## src/rtl/sar_seq_pkg.sv

```systemverilog
package sar_seq_pkg;
  typedef enum logic [1:0] {
    MODE_NORM = 2'd0,
    MODE_FAST = 2'd1,
    MODE_LOWP = 2'd2
  } sar_mode_e;

  typedef enum logic [1:0] {
    ST_IDLE = 2'd0,
    ST_CONV = 2'd1,
    ST_ACQ  = 2'd2
  } sar_state_e;
endpackage

```

## src/rtl/sar_mode_sel.sv

```systemverilog
module sar_mode_sel
  import sar_seq_pkg::*;
#(
  parameter int STEP_FAST = 5,
  parameter int STEP_NORM = 6,
  parameter int STEP_LOWP = 8,
  parameter int SW        = 4
) (
  input  logic          fast_sel_i,
  input  logic          lowp_sel_i,
  output sar_mode_e     mode_o,
  output logic [SW-1:0] step_o
);
  always_comb begin
    if (fast_sel_i && !lowp_sel_i)      mode_o = MODE_FAST;
    else if (lowp_sel_i && !fast_sel_i) mode_o = MODE_LOWP;
    else                                mode_o = MODE_NORM;
  end

  always_comb begin
    case (mode_o)
      MODE_FAST: step_o = SW'(STEP_FAST);
      MODE_LOWP: step_o = SW'(STEP_LOWP);
      default:   step_o = SW'(STEP_NORM);
    endcase
  end
endmodule

```

## src/rtl/sar_stale_mon.sv

```systemverilog
module sar_stale_mon #(
  parameter int LIM = 100000
) (
  input  logic clk,
  input  logic rst,
  input  logic go_i,
  output logic long_o
);
  localparam int CW = $clog2(LIM + 2);

  logic [CW-1:0] gap;
  logic          seen;

  always_ff @(posedge clk or posedge rst) begin
    if (rst) begin
      gap  <= '0;
      seen <= 1'b0;
    end else if (go_i) begin
      gap  <= '0;
      seen <= 1'b1;
    end else if (gap <= CW'(LIM)) begin
      gap <= gap + 1'b1;
    end
  end

  assign long_o = !seen || (gap > CW'(LIM));


  gap_sat_chk: assert property (@(posedge clk) disable iff (rst)
    gap <= CW'(LIM + 1));
endmodule

```

## src/rtl/sar_bit_engine.sv

```systemverilog
module sar_bit_engine #(
  parameter int W  = 16,
  parameter int SW = 4
) (
  input  logic          clk,
  input  logic          rst,
  input  logic          go_i,
  input  logic [SW-1:0] step_i,
  input  logic          cmp_i,
  output logic          busy_o,
  output logic          fin_o,
  output logic [W-1:0]  code_o,
  output logic [W-1:0]  final_o
);
  localparam int IW = $clog2(W);
  localparam logic [W-1:0] MSB_ONLY = {1'b1, {(W-1){1'b0}}};

  logic [IW-1:0] idx;
  logic [SW-1:0] stepc, lim;
  logic [W-1:0]  code, decided, nxt;
  logic          busy, last_tick;

  assign last_tick = busy && (stepc == lim - 1'b1);

  always_comb begin
    decided = code;
    if (!cmp_i) decided[idx] = 1'b0;
    nxt = decided;
    if (idx != '0) nxt[idx - 1'b1] = 1'b1;
  end

  always_ff @(posedge clk or posedge rst) begin
    if (rst) begin
      busy  <= 1'b0;
      code  <= '0;
      idx   <= IW'(W - 1);
      stepc <= '0;
      lim   <= SW'(1);
    end else if (!busy) begin
      if (go_i) begin
        busy  <= 1'b1;
        code  <= MSB_ONLY;
        idx   <= IW'(W - 1);
        stepc <= '0;
        lim   <= step_i;
      end
    end else if (last_tick) begin
      code  <= nxt;
      stepc <= '0;
      if (idx == '0) busy <= 1'b0;
      else           idx  <= idx - 1'b1;
    end else begin
      stepc <= stepc + 1'b1;
    end
  end

  assign busy_o  = busy;
  assign fin_o   = last_tick && (idx == '0);
  assign code_o  = code;
  assign final_o = decided;


  no_abort_chk: assert property (@(posedge clk) disable iff (rst)
    (busy && !fin_o) |=> busy);

  msb_first_chk: assert property (@(posedge clk) disable iff (rst)
    $rose(busy) |-> (code == MSB_ONLY));

  one_trial_chk: assert property (@(posedge clk) disable iff (rst)
    (busy && !last_tick) |=> $stable(code));
endmodule

```

## src/rtl/sar_conv_seq.sv

```systemverilog
module sar_conv_seq
  import sar_seq_pkg::*;
#(
  parameter int W         = 16,
  parameter int STEP_FAST = 5,
  parameter int STEP_NORM = 6,
  parameter int STEP_LOWP = 8,
  parameter int ACQ_CYC   = 100,
  parameter int STALE_LIM = 100000
) (
  input  logic         clk,
  input  logic         rst,
  input  logic         start_n_i,
  input  logic         pd_i,
  input  logic         fast_sel_i,
  input  logic         lowp_sel_i,
  input  logic         straight_i,
  input  logic         cmp_i,
  output logic [W-1:0] dac_o,
  output logic         busy_o,
  output logic [W-1:0] res_data_o,
  output logic         res_vld_o,
  output logic         res_good_o
);
  localparam int SMAX = (STEP_FAST > STEP_NORM)
                        ? ((STEP_FAST > STEP_LOWP) ? STEP_FAST : STEP_LOWP)
                        : ((STEP_NORM > STEP_LOWP) ? STEP_NORM : STEP_LOWP);
  localparam int SW = $clog2(SMAX + 1);
  localparam int AW = $clog2(ACQ_CYC + 1);

  sar_mode_e     mode;
  logic [SW-1:0] step;
  sar_state_e    st;
  logic [AW-1:0] acq_cnt;
  logic          start_q, start_fall, acq_end, go, gap_long, good_lat;
  logic          eng_busy, eng_fin;
  logic [W-1:0]  eng_final, coded;

  sar_mode_sel #(
    .STEP_FAST(STEP_FAST), .STEP_NORM(STEP_NORM),
    .STEP_LOWP(STEP_LOWP), .SW(SW)
  ) mode_i (
    .fast_sel_i(fast_sel_i), .lowp_sel_i(lowp_sel_i),
    .mode_o(mode), .step_o(step)
  );

  sar_stale_mon #(.LIM(STALE_LIM)) stale_i (
    .clk(clk), .rst(rst), .go_i(go), .long_o(gap_long)
  );

  sar_bit_engine #(.W(W), .SW(SW)) eng_i (
    .clk(clk), .rst(rst), .go_i(go), .step_i(step), .cmp_i(cmp_i),
    .busy_o(eng_busy), .fin_o(eng_fin), .code_o(dac_o), .final_o(eng_final)
  );

  assign start_fall = start_q && !start_n_i;
  assign acq_end    = (st == ST_ACQ) && (acq_cnt == AW'(ACQ_CYC - 1));
  assign go = !pd_i && (((st == ST_IDLE) && start_fall) ||
                        (acq_end && (mode == MODE_LOWP) && !start_n_i));
  assign coded = straight_i ? eng_final : {~eng_final[W-1], eng_final[W-2:0]};

  always_ff @(posedge clk or posedge rst) begin
    if (rst) begin
      start_q    <= 1'b1;
      st         <= ST_IDLE;
      acq_cnt    <= '0;
      good_lat   <= 1'b0;
      res_data_o <= '0;
      res_vld_o  <= 1'b0;
      res_good_o <= 1'b0;
    end else begin
      start_q   <= start_n_i;
      res_vld_o <= 1'b0;
      if (go) begin
        st       <= ST_CONV;
        good_lat <= !((mode == MODE_FAST) && gap_long);
      end else begin
        case (st)
          ST_CONV: if (eng_fin) begin
            st         <= ST_ACQ;
            acq_cnt    <= '0;
            res_data_o <= coded;
            res_good_o <= good_lat;
            res_vld_o  <= 1'b1;
          end
          ST_ACQ: begin
            if (acq_end) st <= ST_IDLE;
            else         acq_cnt <= acq_cnt + 1'b1;
          end
          default: st <= ST_IDLE;
        endcase
      end
    end
  end

  assign busy_o = eng_busy;


  start_go_chk: assert property (@(posedge clk) disable iff (rst)
    ((st == ST_IDLE) && start_fall && !pd_i) |=> busy_o);

  pd_block_chk: assert property (@(posedge clk) disable iff (rst)
    (!busy_o && pd_i) |=> !busy_o);

  vld_busy_chk: assert property (@(posedge clk) disable iff (rst)
    res_vld_o |-> (!busy_o && $past(busy_o)));

  vld_pulse_chk: assert property (@(posedge clk) disable iff (rst)
    res_vld_o |=> !res_vld_o);
endmodule

```

## config.mk

```make
export PLATFORM = sky130hd
export DESIGN_NAME = sar_conv_seq
export DESIGN_NICKNAME = d
export VERILOG_FILES = /design/src/rtl/sar_seq_pkg.sv /design/src/rtl/sar_mode_sel.sv /design/src/rtl/sar_stale_mon.sv /design/src/rtl/sar_bit_engine.sv /design/src/rtl/sar_conv_seq.sv
export SDC_FILE = /design/constraint.sdc
export NUM_CORES = 1
export LEC_CHECK = 0
export BUFFER_PORTS_ARGS = -buffer_cell sky130_fd_sc_hd__buf_2
export CAP_MARGIN = 20
export CORE_MARGIN = 1
export CORE_UTILIZATION = 54
export DETAILED_ROUTE_END_ITERATION = 8
export PLACE_DENSITY = 0.83
export SLEW_MARGIN = 20
export SYNTH_ARGS = -nofsm -noshare
export SYNTH_HDL_FRONTEND = slang
export SYNTH_HIERARCHICAL = 1
export SYNTH_SLANG_ARGS = --single-unit
```

## constraint.sdc

```tcl
create_clock -name clk -period 2.59 [get_ports clk]
set_input_delay 0.518 -clock clk [delete_from_list [all_inputs] [get_ports clk]]
set_output_delay 0.518 -clock clk [all_outputs]
set_load 0.02 [all_outputs]
```

==> results of run 1 <==
==> critical path: cells and delay by family, from the launching register on <==
| family | cells | cell delay [ns] |
|---|---|---|
| adder cells (fa/ha/maj) | 1 | 0.30 |
| AND/OR/NAND/NOR | 3 | 0.62 |
| buffers and inverters | 2 | 0.30 |
| flip-flops | 1 | 0.57 |
| multiplexers | 1 | 0.29 |
| XOR/XNOR | 1 | 0.24 |
==> layout make-up <==
| class | instances | area, um^2 |
|---|---|---|
| fill | 632 | 2820 |
| multi-input combinational | 290 | 2190 |
| sequential | 76 | 1910 |
| timing repair buffer | 55 | 320 |
| clock inverter | 6 | 138 |
| inverter | 35 | 131 |
| tap | 102 | 128 |
| clock buffer | 9 | 124 |
==> worst max path at each step <==
stage / end / startpoint / slack (ns)
floorplan: res_data_o[0]$_DFFE_PP0P_ / eng_i/lim[0]$_DFFE_PP1P_ / 0.15
global placement: eng_i/code_o[14]$_DFFE_PP0P_ / lowp_sel_i / 0.26
detailed placement: res_data_o[12]$_DFFE_PP0P_ / eng_i/lim[0]$_DFFE_PP1P_ / 0.16
CTS: eng_i/code_o[11]$_DFFE_PP0P_ / acq_cnt[0]$_DFFE_PP0P_ / 0.14
global route: res_data_o[6]$_DFFE_PP0P_ / eng_i/lim[0]$_DFFE_PP1P_ / 0.03
finish: res_data_o[11]$_DFFE_PP0P_ / eng_i/lim[0]$_DFFE_PP1P_ / 0.15
==> power by group through the flow <==
stage	clock network, uW	registers (uW)	logic, uW
floorplan	0	1900	1480
CTS	1200	1890	1980
finish	1180	1900	1980
global route	1240	1950	2170
global placement	0	1900	1880
detailed placement	0	1920	1960
==> stage by stage <==
step / hold WS (ns) / total power [uW]
final: 0.247 / 5060
after global routing: 0.282 / 5360
after CTS: 0.258 / 5060
after detailed placement: 0.450 / 3870
after global placement: 0.450 / 3780
after floorplan: 0.437 / 3390
==> metal layers <==
| layer | vias up | GRT usage, % |
|---|---|---|
| met4 | 0 | 7.16 |
| met3 | 23 | 5.97 |
| met2 | 137 | 43.0 |
| met5 | - | 0 |
| met1 | 1704 | 31.1 |
| li1 | 1626 | - |
==> repair_timing <==
| action | CTS | global route |
|---|---|---|
| endpoints found under the setup margin | 0 | 13 |
| resized for setup | 0 | 1 |
| endpoints found under the hold margin | 0 | 0 |
| setup buffers | 0 | 0 |
==> synth_stat cells, drive strengths merged, types with 2 or more instances <==
library cell | count | share of area [%]
xor2 | 5 | 1.0
or3b | 3 | 0.66
xnor2 | 5 | 1.3
nand4 | 4 | 0.57
o32ai | 4 | 0.80
nand3 | 10 | 1.4
inv | 35 | 3.0
a21boi | 7 | 1.2
dfstp | 6 | 3.6
a21oi | 14 | 1.6
clkbuf | 5 | 0.43
or3 | 2 | 0.29
o31ai | 12 | 2.1
and4 | 3 | 0.60
or2 | 2 | 0.29
o31a | 9 | 1.8
mux2 | 18 | 4.9
ha | 12 | 3.4
buf | 17 | 3.2
o21ai | 17 | 1.9
a41oi | 8 | 1.6
and3 | 3 | 0.43
or4 | 10 | 1.7
a211oi | 3 | 0.51
nor2b | 4 | 0.57
a221oi | 3 | 0.74
nand2b | 5 | 0.71
nor3 | 8 | 1.4
nand3b | 5 | 0.86
nor2 | 14 | 1.3
nor4 | 7 | 1.6
a31oi | 5 | 1.1
nand2 | 50 | 4.3
dfrtp | 70 | 40
mux2i | 20 | 4.6
==> cells in the final DEF (no fill, tap or decap), types with 3 or more instances in the layout <==
cell	count
and4_1	3
mux2i_1	20
xnor2_1	3
nand2b_1	5
mux2_2	15
nor4_1	3
nor2_1	12
buf_2	42
inv_1	34
a21boi_0	7
nand2_1	50
dfrtp_1	70
nor2b_1	4
nor3_1	6
or4_1	10
o21ai_0	16
a21oi_1	14
a41oi_1	8
nand4_1	4
o31a_1	9
mux2_4	3
buf_4	12
a31oi_1	4
and3_1	3
nand3b_1	5
o32ai_1	4
nand3_1	9
o31ai_1	12
ha_1	12
nor4_2	3
bufinv_16	4
dfstp_2	6
clkbuf_8	9
xor2_1	5
==> state kept, by name (all words and copies together), names as in the netlist <==
signal	flops
stale_i/gap	17
eng_i/code_o	16
res_data_o	16
acq_cnt	7
eng_i/idx	4
eng_i/lim	4
eng_i/stepc	4
st	2
eng_i/busy_o	1
good_lat	1
res_good_o	1
res_vld_o	1
stale_i/seen	1
start_q	1
==> logic make-up after synthesis <==
group           after synthesis  share of synthesized area [%]
mux                          38                           9.47
fa+ha+maj                    12                           3.43
xor+xnor                     11                           2.89
buf+inv                      57                           6.63
simple gates                136                           18.0
flops                        76                           43.6
compound gates               93                           15.9
==> flow_summary_export.csv, run 1 <==
group,metric,value,unit
outcome,status,"finished clean",
pwr,p_int,3080,uW
pwr,p_per_area,1020,nW/um^2
floorplan,coreArea,7770,um^2
setup_path,critical_path_class,"reg2reg",
global_route,grt_pass1_wl,16700,um
timing,rsz0062_at_grt,"no",
timing,fmax,0.410,GHz
synth,yosysWarnings,6,
synth,synth_cell_type_count,68,
pwr,p_sw_share,39.1,%
setup_path,crit_fanout,17,
finish,diodes,0,
timing,finalCriticalPeriod,2.44,ns
drt,post_drt_wl_per_cell,17.4,um
synth,synth_area,4380,um^2
setup_path,end_kind,"register",
finish,drive_gt1_share,25.5,%
clock_tree,cts_sinks,76,
clock_tree,hold_buffers,0,
timing,finalMaxSlewViolations,0,
finish,layout.nets,487,
setup_path,r2r-end,"res_data_o[11]$_DFFE_PP0P_",
synth,avgSynthCellArea,10.3,um^2
drt,num_vias,3490,
drt,wl,9970,um
clock_tree,clk_latency,0.35,ns
pwr,p_seq_share,37.6,%
synth,syn_inst,423,
pwr,p_leak,0.00225,uW
placement,hpwl,7010,um
floorplan,die-area,8470,um^2
floorplan,io-pin-count,43,
drt,drcViolationCount,0,
synth,synth_seq_cells,76,
timing,tightest_slew,0.698,ns
timing,setup_tns,0,ns
global_route,grt_max_degree,30,
setup_path,critPathSlowestCell,"dfstp_2",
synth,synth_fp_nets,443,
drt,ant_nets,0,
global_route,grt_pass1_vias,3424,
floorplan,die_w,92.0,um
timing,finalHoldViolCount,0,
placement,placed_area,4680,um^2
placement,gp_congestion,0.873,
setup_path,r2r_slack,0.15,ns
pwr,combinationalPowerShare,39.0,%
drt,routed_via_density,6.09,
finish,post-route-util,63.7,%
drt,drt_first_pass_iters,4,
setup_path,rr_worst_depth,8,
floorplan,die_h,92.0,um
finish,area_delta_synth_final,13.0,%
synth,synthFlopType,"dfrtp_1",
setup_path,critical_path_required,2.83,ns
timing,fin_worst_skew,0.0122,ns
finish,fin_cells,573,
synth,synth_edf_count,0,
setup_path,cp-start-kind,"register",
global_route,grt_overflow,0,
setup_path,cp.arrival,2.68,ns
floorplan,start_util,56.3,%
placement,dp_slack,0.163,ns
placement,post-place-cells,558,
setup_path,regToRegStartpoint,"eng_i/lim[0]$_DFFE_PP1P_",
synth,seq_area_frac_synth,43.6,%
drt,wl_met1,4190,um
hold_path,min_path_type,"in2async",
timing,worst_slack,0.150,ns
finish,fin_area,4940,um^2
setup_path,slowest_delay,0.57,ns
clock_tree,cts_max_path_buffers,2,
pwr,p_clk_share,23.3,%
drt,drt_iter0_drc,192,
clock_tree,cts-root-buf,"clkbuf_8",
timing,maxSlewHeadroom,53.4,%
synth,synthArstFlopShare,100,%
clock_tree,cts-buffers-inserted,9,
floorplan,rows,32,
global_route,antenna_found_initial,0,
timing,setup_viol,0,
timing,post-route-period-util,94.2,%
drt,wl_met2,5080,um
pwr,switching_power,1980,uW
global_route,grtUsageTotal,25.0,%
drt,top_layer_used,"met4",
drt,dr_wl_met3,519,um
clock_tree,cts.clk_slew.worst_paths,0.08,ns
flow_run,max-cap-violations,0,
pwr,irDropWorstVdd,0.475,mV
clock_tree,cts_tree,"done",
clock_tree,htree_num_levels,3,
placement,port_buffers,42,
setup_path,cp_cell_sequence,"inv_1, ha_1, xor2_1, nand3_4, nor4_2, nand3b_1, buf_4, mux2_2",
No activity file was read; power rests on OpenSTA's default activity.
==> inputs of run 2 (changes only) <==
--- a/config.mk
+++ b/config.mk
@@ -11,6 +11,7 @@
 export CORE_UTILIZATION = 54
 export DETAILED_ROUTE_END_ITERATION = 8
 export PLACE_DENSITY = 0.83
+export REMOVE_ABC_BUFFERS = 1
 export SLEW_MARGIN = 20
 export SYNTH_ARGS = -nofsm -noshare
 export SYNTH_HDL_FRONTEND = slang
==> flow_summary_export.csv, run 2 (synthesis results as in run 1) <==
group,metric,value,unit
timing,fin_worst_skew,0.0181,ns
finish,post-route-util,62.6,%
placement,hpwl,6690,um
global_route,grt_pass1_vias,3495,
drt,routed_via_density,6.14,
finish,drive_gt1_share,25.5,%
placement,dp_slack,0.167,ns
clock_tree,cts_sinks,76,
timing,finalCriticalPeriod,2.45,ns
drt,num_vias,3535,
flow_run,max-cap-violations,0,
drt,post_drt_wl_per_cell,16.8,um
setup_path,rr_worst_depth,8,
setup_path,cp.arrival,2.69,ns
finish,fin_area,4860,um^2
setup_path,crit_fanout,23,
pwr,irDropWorstVdd,0.512,mV
finish,final_common_cell,"dfrtp_1",
timing,fmax,0.408,GHz
clock_tree,cts_tree,"done",
setup_path,cp-start-kind,"register",
setup_path,critPathSlowestCell,"dfstp_2",
finish,area_delta_synth_final,11.1,%
setup_path,setup.worst_path.start,"eng_i/lim[0]$_DFFE_PP1P_",
global_route,grt_max_degree,30,
setup_path,slowest_delay,0.58,ns
global_route,busiest_layer,"met2",
global_route,grt_pass1_wl,16200,um
finish,fin_cells,576,
setup_path,cp_cell_sequence,"inv_1, ha_1, xor2_1, nand3_4, nor4_1, nand3b_1, buf_12, mux2_2",
clock_tree,htree_num_levels,3,
timing,post-route-period-util,94.6,%
global_route,grt_use_met2,37.5,%
drt,drt_first_pass_iters,4,
timing,finalHoldViolCount,0,
floorplan,die_w,92.0,um
floorplan,rows,32,
global_route,grt_overflow,0,
setup_path,end_kind,"register",
finish,mostFrequentLayoutCells,"dfrtp_1 (70), nand2_1 (50), buf_2 (42)",
finish,layout.nets,489,
floorplan,die_h,92.0,um
floorplan,coreArea,7770,um^2
setup_path,path_depth,8,
timing,setup_viol,0,
placement,gp_congestion,0.852,
timing,worst_slack,0.140,ns
placement,port_buffers,42,
finish,largest_reg_flops,17,
floorplan,io-pin-count,43,
finish,regMostFlops,"stale_i/gap",
setup_path,crit_path_end,"res_data_o[14]$_DFFE_PP0P_",
clock_tree,cts.clk_slew.worst_paths,0.08,ns
global_route,antenna_found_initial,0,
global_route,grt_use_met3,4.56,%
global_route,grtUsageTotal,24.4,%
global_route,use_met1,32.2,%
setup_path,path_buf_inv,2,
finish,regArea,1910,um^2
timing,tightest_slew,0.709,ns
clock_tree,hold_buffers,0,
clock_tree,cts_max_path_buffers,2,
setup_path,critPathTopFamily,"simple AND/OR/NAND/NOR gates",
finish,multi_input_area,2180,um^2
finish,diodes,0,
setup_path,regToRegStartpoint,"eng_i/lim[0]$_DFFE_PP1P_",
drt,drt_iter0_drc,177,
clock_tree,cts-root-buf,"clkbuf_8",
hold_path,min_path_type,"in2async",
finish,fillers,639,
drt,ant_nets,0,
setup_path,r2r_slack,0.14,ns
placement,placed_area,4680,um^2
setup_path,critical_path_required,2.83,ns
timing,maxSlewHeadroom,52.7,%
pwr,p_per_area,969,nW/um^2
timing,rsz0062_at_grt,"no",
drt,wl,9680,um
timing,finalMaxSlewViolations,0,
setup_path,r2r-end,"res_data_o[14]$_DFFE_PP0P_",
floorplan,die-area,8470,um^2
outcome,status,"finished clean",
pwr,p_leak,0.00222,uW
setup_path,critical_path_class,"reg2reg",
clock_tree,cts_resized,0,
clock_tree,cts-buffers-inserted,9,
placement,post-place-cells,560,
clock_tree,postCtsSetupBuffers,0,
drt,drcViolationCount,0,
clock_tree,clk_latency,0.36,ns
floorplan,start_util,56.3,%
run 2: cell count changes in the layout (fill, tap and decap cells not counted), sizes merged:
| cell | previous run | this run |
|---|---|---|
| buf | 55 | 57 |
| clkinvlp | 0 | 3 |
| inv | 35 | 36 |
| clkbuf | 9 | 11 |
| clkinv | 2 | 1 |
| bufinv | 4 | 0 |
run 2: worst min path at each step:
stage                                    start                          to  slack [ns]  depth (start not counted)
floorplan             stale_i/seen$_DFFE_PP0P_    stale_i/seen$_DFFE_PP0P_        0.44                          1
global placement      stale_i/seen$_DFFE_PP0P_    stale_i/seen$_DFFE_PP0P_        0.45                          1
detailed placement  res_data_o[15]$_DFFE_PP0P_  res_data_o[15]$_DFFE_PP0P_        0.48                          2
CTS                                        rst   res_data_o[7]$_DFFE_PP0P_        0.11                          2
global route                               rst  res_data_o[11]$_DFFE_PP0P_        0.11                          2
finish                                     rst           st[0]$_DFFE_PP0P_        0.12                          2
run 2: through the flow:
step	hold WS [ns]	TNS, ns	total power (uW)
final	0.121	0	4710
after floorplan	0.437	-36.98	3310
after global routing	0.112	0	5010
after CTS	0.110	0	4710
after detailed placement	0.480	0	3870
after global placement	0.449	0	3770
run 2: routing by layer:
layer  vias up  part of all wire (%)
li1       1634                     -
met1      1737                    43
met2       143                    48
met3        21                   5.9
met4         0                   2.8
met5         -                     0
run 2: power breakdown:
| group | internal (uW) | total [uW] | switching [uW] |
|---|---|---|---|
| combinational | 853 | 1980 | 1130 |
| clock | 376 | 842 | 465 |
| sequential | 1510 | 1890 | 381 |
| total | 2740 | 4710 | 1970 |
run 2: cell type report:
cell class / instances / area share (%)
clock buffer: 11 / 2.91
multi-input combinational: 290 / 44.9
timing repair buffer: 57 / 6.90
inverter: 35 / 2.70
sequential: 76 / 39.3
clock inverter: 5 / 0.746
tap: 102 / 2.62
run 2: worst reg2reg max path, cell delays in order (launching register included):
cell	delay (ns)
dfstp_2	0.58
inv_1	0.06
ha_1	0.29
xor2_1	0.25
nand3_4	0.09
nor4_1	0.36
nand3b_1	0.20
buf_12	0.21
mux2_2	0.28
==> inputs of run 3 (changes only) <==
--- a/config.mk
+++ b/config.mk
@@ -8,9 +8,9 @@
 export BUFFER_PORTS_ARGS = -buffer_cell sky130_fd_sc_hd__buf_2
 export CAP_MARGIN = 20
 export CORE_MARGIN = 1
-export CORE_UTILIZATION = 54
+export CORE_UTILIZATION = 55
 export DETAILED_ROUTE_END_ITERATION = 8
-export PLACE_DENSITY = 0.83
+export PLACE_DENSITY = 0.81
 export REMOVE_ABC_BUFFERS = 1
 export SLEW_MARGIN = 20
 export SYNTH_ARGS = -nofsm -noshare
==> constraint.sdc (replaced) <==
create_clock -name clk -period 3 [get_ports clk]
set_input_delay 0.6 -clock clk [delete_from_list [all_inputs] [get_ports clk]]
set_output_delay 0.6 -clock clk [all_outputs]
set_load 0.02 [all_outputs]
==> flow_summary_export.csv, run 3 (synthesis results as in run 1) <==
group,metric,value,unit
placement,gp_congestion,0.886,
clock_tree,cts_max_path_buffers,2,
timing,setup_viol,0,
setup_path,slowest_delay,0.62,ns
finish,largest_reg_flops,17,
clock_tree,cts_tree,"done",
timing,hold_slack,0.334,ns
setup_path,critical_path_class,"reg2reg",
clock_tree,hold_buffers,0,
setup_path,crit_fanout,17,
drt,drt_iter0_drc,185,
global_route,grtUsageTotal,23.5,%
finish,layout.nets,484,
setup_path,regToRegStartpoint,"eng_i/idx[1]$_DFFE_PP1P_",
finish,final_common_cell,"dfrtp_1",
setup_path,critical_path_required,3.23,ns
drt,ant_nets,0,
floorplan,coreArea,7730,um^2
drt,drcViolationCount,0,
floorplan,die_w,91.2,um
setup_path,cp-start-kind,"register",
floorplan,io-pin-count,43,
global_route,grt_max_degree,30,
timing,rsz0062_at_grt,"no",
finish,drive_gt1_share,24.9,%
placement,port_buffers,42,
timing,finalHoldViolCount,0,
clock_tree,postCtsSetupBuffers,0,
clock_tree,cts.clk_slew.worst_paths,0.08,ns
clock_tree,clk_latency,0.35,ns
timing,tightest_slew,0.690,ns
clock_tree,cts-root-buf,"clkbuf_8",
setup_path,setup.worst_path.start,"eng_i/idx[1]$_DFFE_PP1P_",
setup_path,critPathTopFamily,"simple AND/OR/NAND/NOR gates",
clock_tree,cts_resized,0,
clock_tree,cts-buffers-inserted,9,
finish,fin_area,4860,um^2
pwr,p_leak,0.00221,uW
finish,diodes,0,
drt,post_drt_wl_per_cell,16.0,um
setup_path,path_buf_inv,2,
pwr,irDropWorstVdd,0.365,mV
outcome,status,"finished clean",
finish,regMostFlops,"stale_i/gap",
finish,post-route-util,62.9,%
finish,fin_cells,571,
global_route,antenna_found_initial,0,
setup_path,critPathSlowestCell,"or3b_2",
floorplan,die-area,8320,um^2
setup_path,cp.arrival,2.89,ns
placement,post-place-cells,555,
setup_path,rr_worst_depth,7,
flow_run,max-cap-violations,0,
drt,wl,9140,um
global_route,grt_pass1_vias,3225,
setup_path,r2r_slack,0.33,ns
drt,num_vias,3419,
placement,placed_area,4630,um^2
placement,dp_slack,0.332,ns
finish,mostFrequentLayoutCells,"dfrtp_1 (70), nand2_1 (50), buf_2 (42)",
clock_tree,cts_sinks,76,
finish,area_delta_synth_final,11.1,%
clock_tree,htree_num_levels,3,
drt,drt_first_pass_iters,4,
floorplan,rows,32,
timing,fin_worst_skew,0.0106,ns
timing,finalCriticalPeriod,2.67,ns
floorplan,die_h,91.2,um
finish,fillers,610,
drt,routed_via_density,5.99,
timing,fmax,0.375,GHz
timing,post-route-period-util,88.8,%
finish,regArea,1910,um^2
pwr,p_per_area,860,nW/um^2
placement,hpwl,6480,um
hold_path,min_path_type,"in2async",
timing,worst_slack,0.335,ns
floorplan,start_util,56.6,%
setup_path,end_kind,"register",
finish,multi_input_area,2180,um^2
setup_path,cp_cell_sequence,"inv_1, ha_1, or3b_2, nor4_1, nand3b_1, buf_4, mux2_2",
global_route,grt_overflow,0,
timing,maxSlewHeadroom,54.0,%
timing,finalMaxSlewViolations,0,
setup_path,r2r-end,"res_data_o[3]$_DFFE_PP0P_",
global_route,grt_pass1_wl,15600,um
run 3: cell count changes in the layout (fill, tap and decap cells not counted), sizes merged:
cell,change
buf,-5
bufinv,+2
clkbuf,-1
inv,-1
run 3: worst max-delay path by stage:
stage	endpoint	slack (ns)	cells after the start
global placement	res_data_o[9]$_DFFE_PP0P_	0.39	7
detailed placement	res_data_o[12]$_DFFE_PP0P_	0.33	7
finish	res_data_o[3]$_DFFE_PP0P_	0.33	7
CTS	res_data_o[12]$_DFFE_PP0P_	0.32	7
floorplan	eng_i/code_o[0]$_DFFE_PP0P_	-0.74	8
global route	acq_cnt[6]$_DFFE_PP0P_	0.1	8
run 3: through the flow:
step / power [uW] / TNS, ns
after global routing: 4450 / 0
after global placement: 3230 / 0
after detailed placement: 3320 / 0
final: 4180 / 0
after CTS: 4190 / 0
after floorplan: 2850 / -15.69
run 3: worst register-to-register path: cells and delay by family (launching register included):
family / cells / cell delay [ns]
flops: 1 / 0.39
fa+ha+maj: 1 / 0.37
mux: 1 / 0.29
simple gates: 3 / 1.15
buf+inv: 2 / 0.36
run 3: report_power, final:
part	internal [uW]	leakage, uW	switching (uW)
Combinational	718	0.00112	953
Sequential	1300	0.000986	340
Clock	489	0.000105	373
Total	2510	0.00221	1670
run 3: cell type report:
class | instances | share of cell area, %
Inverter | 35 | 2.70
Multi-Input combinational cell | 290 | 44.9
Clock inverter | 6 | 1.80
Timing Repair Buffer | 52 | 5.87
Tap cell | 102 | 2.63
Clock buffer | 10 | 2.83
Sequential cell | 76 | 39.3
run 3: routing by layer:
| layer | global-route usage [%] | vias to the layer above | part of all wire, % |
|---|---|---|---|
| met1 | 30.8 | 1705 | 44 |
| met3 | 4.10 | 17 | 3.1 |
| met2 | 38.9 | 82 | 51 |
| met5 | 0 | - | 0 |
| li1 | - | 1615 | - |
| met4 | 8.86 | 0 | 1.7 |
